===== config.mk =====
export PLATFORM = sky130hd
export DESIGN_NAME = pin_conditioner
export DESIGN_NICKNAME = d
export VERILOG_FILES = /design/src/rtl/pin_conditioner.sv
export SDC_FILE = /design/constraint.sdc
export NUM_CORES = 1
export LEC_CHECK = 0
export ABC_CLOCK_PERIOD_IN_PS = 2600
export BUFFER_PORTS_ARGS = -buffer_cell sky130_fd_sc_hd__buf_2
export CELL_PAD_IN_SITES_DETAIL_PLACEMENT = 1
export CELL_PAD_IN_SITES_GLOBAL_PLACEMENT = 1
export CORE_MARGIN = 3
export CORE_UTILIZATION = 43
export CTS_CLUSTER_DIAMETER = 30
export DETAILED_ROUTE_END_ITERATION = 7
export PLACE_DENSITY_LB_ADDON = 0.1
export SLEW_MARGIN = 20
export SYNTH_ARGS = -nofsm -noshare
export SYNTH_HDL_FRONTEND = slang
export SYNTH_SLANG_ARGS = --single-unit

===== constraint.sdc =====
create_clock -name clk -period 2.6 [get_ports clk]
set_input_delay 0.39 -clock clk [delete_from_list [all_inputs] [get_ports clk]]
set_output_delay 0.39 -clock clk [all_outputs]
set_load 0.05 [all_outputs]

===== src/rtl/pin_conditioner.sv =====
module pin_conditioner (
  input  logic       clk,
  input  logic       rst_n,
  input  logic [6:0] pins_i,
  input  logic [3:0] ack_i,
  output logic [3:0] pend_o,
  output logic       hard_irq_o,
  output logic       tb_en_o,
  output logic       halt_o,
  output logic       reset_req_o
);
  localparam int P_EXT  = 0;
  localparam int P_SMI  = 1;
  localparam int P_MCK  = 2;
  localparam int P_STOP = 3;
  localparam int P_HRST = 4;
  localparam int P_SRST = 5;
  localparam int P_TBEN = 6;

  logic [6:0] meta, smp, last;
  logic [6:0] chg;
  logic [3:0] upd, val;

  always_ff @(posedge clk or negedge rst_n) begin
    if (!rst_n) begin
      meta <= '0;
      smp  <= '0;
      last <= '0;
    end else begin
      meta <= pins_i;
      smp  <= meta;
      last <= smp;
    end
  end

  assign chg = smp ^ last;

  assign upd = {chg[P_SRST], chg[P_MCK] & ~smp[P_MCK], chg[P_SMI], chg[P_EXT]};
  assign val = {smp[P_SRST], 1'b1, smp[P_SMI], smp[P_EXT]};

  always_ff @(posedge clk or negedge rst_n) begin
    if (!rst_n) begin
      pend_o      <= '0;
      tb_en_o     <= 1'b0;
      halt_o      <= 1'b0;
      reset_req_o <= 1'b0;
    end else begin
      for (int b = 0; b < 4; b++) begin
        if (upd[b])        pend_o[b] <= val[b];
        else if (ack_i[b]) pend_o[b] <= 1'b0;
      end
      if (chg[P_TBEN])                 tb_en_o <= smp[P_TBEN];
      if (chg[P_STOP] & ~smp[P_STOP])  halt_o  <= 1'b1;
      reset_req_o <= chg[P_HRST] & ~smp[P_HRST];
    end
  end

  assign hard_irq_o = |pend_o;
endmodule


# After elaboration in Yosys (flattened, before gate mapping)
# Cells that the tools add are included.
[totals]
word_cells = 30
ff_bits = 28
input_bits = 13
output_inout_bits = 8
[classes]
muxes = 8
reduce_logical = 5
n_bitwise = 7
[ops]
columns = ["op", "n"]
rows = [
  ["two-way mux 1 bit", 8],
  ["nonzero test 2 bit", 4],
  ["bitwise XOR 7 bit", 1],
  ["OR reduction 4 bit", 1],
  ["AND 1 bit", 3],
  ["NOT 1 bit", 3],
]

# Logic depth before layout (Yosys ltp)
[logic_depth]
ltp_word = 3
ltp_mapped = 4
mapped_depth_nobuf = 4

# Worst setup path after synthesis
# No wires, ideal clock.
[synth_timing]
kind = "flip-flop to output port"
startpoint = "register pend_o[1]"
endpoint = "output hard_irq_o"
t_required_ps = 2210
path_buffers = 0
slack_ps = 828
t_arrival_ps = 1382
stages_incl_launch_ff = 2
path_cell_list = "dfrtp_1 or4_1"
[synth_between]
elab_chain_len = 1
[synth_lines]
columns = ["element", "line_no", "text"]
rows = [
  ["start: declaration", "6", "output logic [3:0] pend_o,"],
  ["start signal: indexed assignment", "49", "if (upd[b]) pend_o[b] <= val[b];"],
  ["OR reduction 4 bit", "58", "assign hard_irq_o = |pend_o;"],
  ["end: declaration", "7", "output logic hard_irq_o,"],
]
# No other way between the ends.

# Final worst setup path
# Ends and elaborated chain as after synthesis.

==> reports/qor.txt <==
Tot Pwr: 753 µW
Final setup fails: 0
Pwr per Cell Area: 738 nW/µm²
Post-synth top area share: 0.821
Die Ht: 50.5 µm
CTS tree: yes
Mapped Cells: 50
Fillers: 201
Port buffer count: 20
Post-Syn Nets: 66
Drt drc: 0
Mapped cell area: 853 µm²
Crit Path Max Fanout: 3
Clk buf depth: 2
Hold Fails Final Rpt: 0
Gr usage total: 0.111
Total Wirelength: 1270 µm
Initial DRC Count: 1
Antenna-violating nets left: 0
Register clock-pin slew on the reported worst setup and hold paths: 140 ps
Register area share after synthesis: 0.821
Wire length per cell: 12.8 µm
Pins Over Slew Limit: 0
Leak pwr: 0.520 nW
Slowest CP cell: or4_1
Data required time of the worst path: 2210 ps
Number of global-route vias before repair: 484
Via-to-Cell Ratio: 4.46
Nets: 91
RSZ-0062 raised after global routing: no
Delay-heaviest family, CP: simple AND/OR/NAND/NOR gates
Multi-input logic area: 130 µm²
Clock Sink Count: 28
Via count: 442
Largest cells by area after synthesis: dfrtp_1 (82%), ha_1 (4.4%), inv_1 (2.6%)
Peak supply drop: 0.456 mV
Post-synth cell types: 13
Layout cell share with drive strength beyond 1: 0.351
H-tree Lvls: 1
Fin crit share: 0.713
Starting density of the core: 0.474
CTS resizes: 0
Yosys warning total: 0
CP Class: reg -> out
Status: complete, no violations
GP Congestion: 0.587
Area Growth Syn to Fin: 19.6%
Crit-path cells: or4_1, buf_2
Pre-antenna DRT Iters: 2
ANT cells: 0
Yosys top cell by area: dfrtp_1
Initial antenna violation count: 0
CTS Hold Bufs: 0
Core ar.: 1800 µm²
Clk root buf: clkbuf_4
Die Width: 50.5 µm
Arrival time worst endpoint: 1460 ps
Final HPWL DP: 959 µm
Register area: 701 µm²
Critical path endpoint category: output port
Largest net degree at the start of global routing: 29
Slew headroom: 0.603
Register bit total from synthesis: 28
First-pass GRT wire length: 2050 µm
Clk_lat worst skew: 310 ps
Setup crit start kind: flip-flop
Postcts setup bufs: 0
I/O pins: 21
Worst-Margin Slew: 596 ps
WP buf/inv: 1
Setup TNS: 0 ps
Achievable Freq: 540 MHz
Synthesized area per cell: 17.1 µm²
CTS buffer count: 3
Rows: 15
Die Area: 2550 µm²
Min Tclk post-route: 1850 ps
Min-Delay Path Class: in -> async
Crit-path max cell delay: 520 ps
Total grt overflow: 0
Max-cap violations: 0
Skew final: 4.18 ps
-- layer usage --
layer  global-route usage  routed length, µm  up-vias
li1                     -                  -      205
met1                0.132                517      220
met2                0.196                668       15
met3               0.0178                 63        2
met4               0.0538                 15        0
met5                    0                  0        -
-- power by group --
group / switching [mW] / leakage, nW / internal [mW]
clock: 0.115 / 0.0210 / 0.0855
combinational: 0.0582 / 0.170 / 0.0237
sequential: 0.0114 / 0.328 / 0.460
total: 0.184 / 0.520 / 0.569
-- flip-flops by register name, indices dropped and copies added (netlist names) --
register / cells
last: 7
meta: 7
smp: 7
pend_o: 4
halt_o: 1
reset_req_o: 1
tb_en_o: 1
-- area by class of cell --
cell class | instances | share of cell area
Tap cell | 25 | 0.0306
Timing Repair Buffer | 20 | 0.0980
Multi-Input combinational cell | 16 | 0.127
Inverter | 6 | 0.0221
Clock buffer | 4 | 0.0355
Sequential cell | 28 | 0.686
-- cell usage in the layout, fill, tap and decap left out, drive strengths merged --
master	netlist	layout
or4	1	1
clkbuf	0	4
o21ai	1	1
o22ai	1	1
ha	3	3
nand2b	3	3
nand2	1	1
dfrtp	28	28
a21o	1	1
mux2	3	3
inv	6	6
nor2b	1	1
buf	0	20
nor2	1	1
-- cells in the mapped netlist --
library cell,number
nor2b_1,1
nand2b_1,3
o21ai_0,1
ha_1,3
dfrtp_1,28
nor2_1,1
inv_1,6
nand2_1,1
mux2_2,2
or4_1,1
mux2_1,1
a21o_1,1
o22ai_1,1
-- through the flow --
step / setup WS [ps] / hold WS, ps / utilization / std cells / cell area (µm²)
after CTS: 731 / 66.4 / 0.567 / 99 / 1020
final: 747 / 58.6 / 0.567 / 99 / 1020
after detailed placement: 1100 / 336 / 0.547 / 95 / 985
after floorplan: 828 / 94.4 / - / 50 / 853
after global placement: 1130 / 334 / 0.547 / 95 / 985
after global routing: 678 / 71.2 / 0.567 / 99 / 1020
-- path summary, 6_finish.rpt --
check	start	to	cells past startpoint	slack, ps
setup / recovery	pend_o[1]	hard_irq_o	2	750
hold / removal	rst_n	tb_en_o	1	60
setup reg to reg	smp[5]	pend_o[3]	3	1350
hold reg to reg	meta[6]	smp[6]	0	370
max in group asynchronous	rst_n	meta[4]	1	2160
min in group clk	pins_i[1]	meta[1]	1	170
-- cells by family (layout without fill, tap and decap cells) --
kind of cell    after synthesis  after routing  synth area share
mux                           3              3            0.0396
compound gates                3              3            0.0220
buf+inv                       6             30            0.0264
fa+ha+maj                     3              3            0.0440
flops                        28             28             0.821
simple gates                  7              7            0.0469
(Power assumes the default switching activity.)
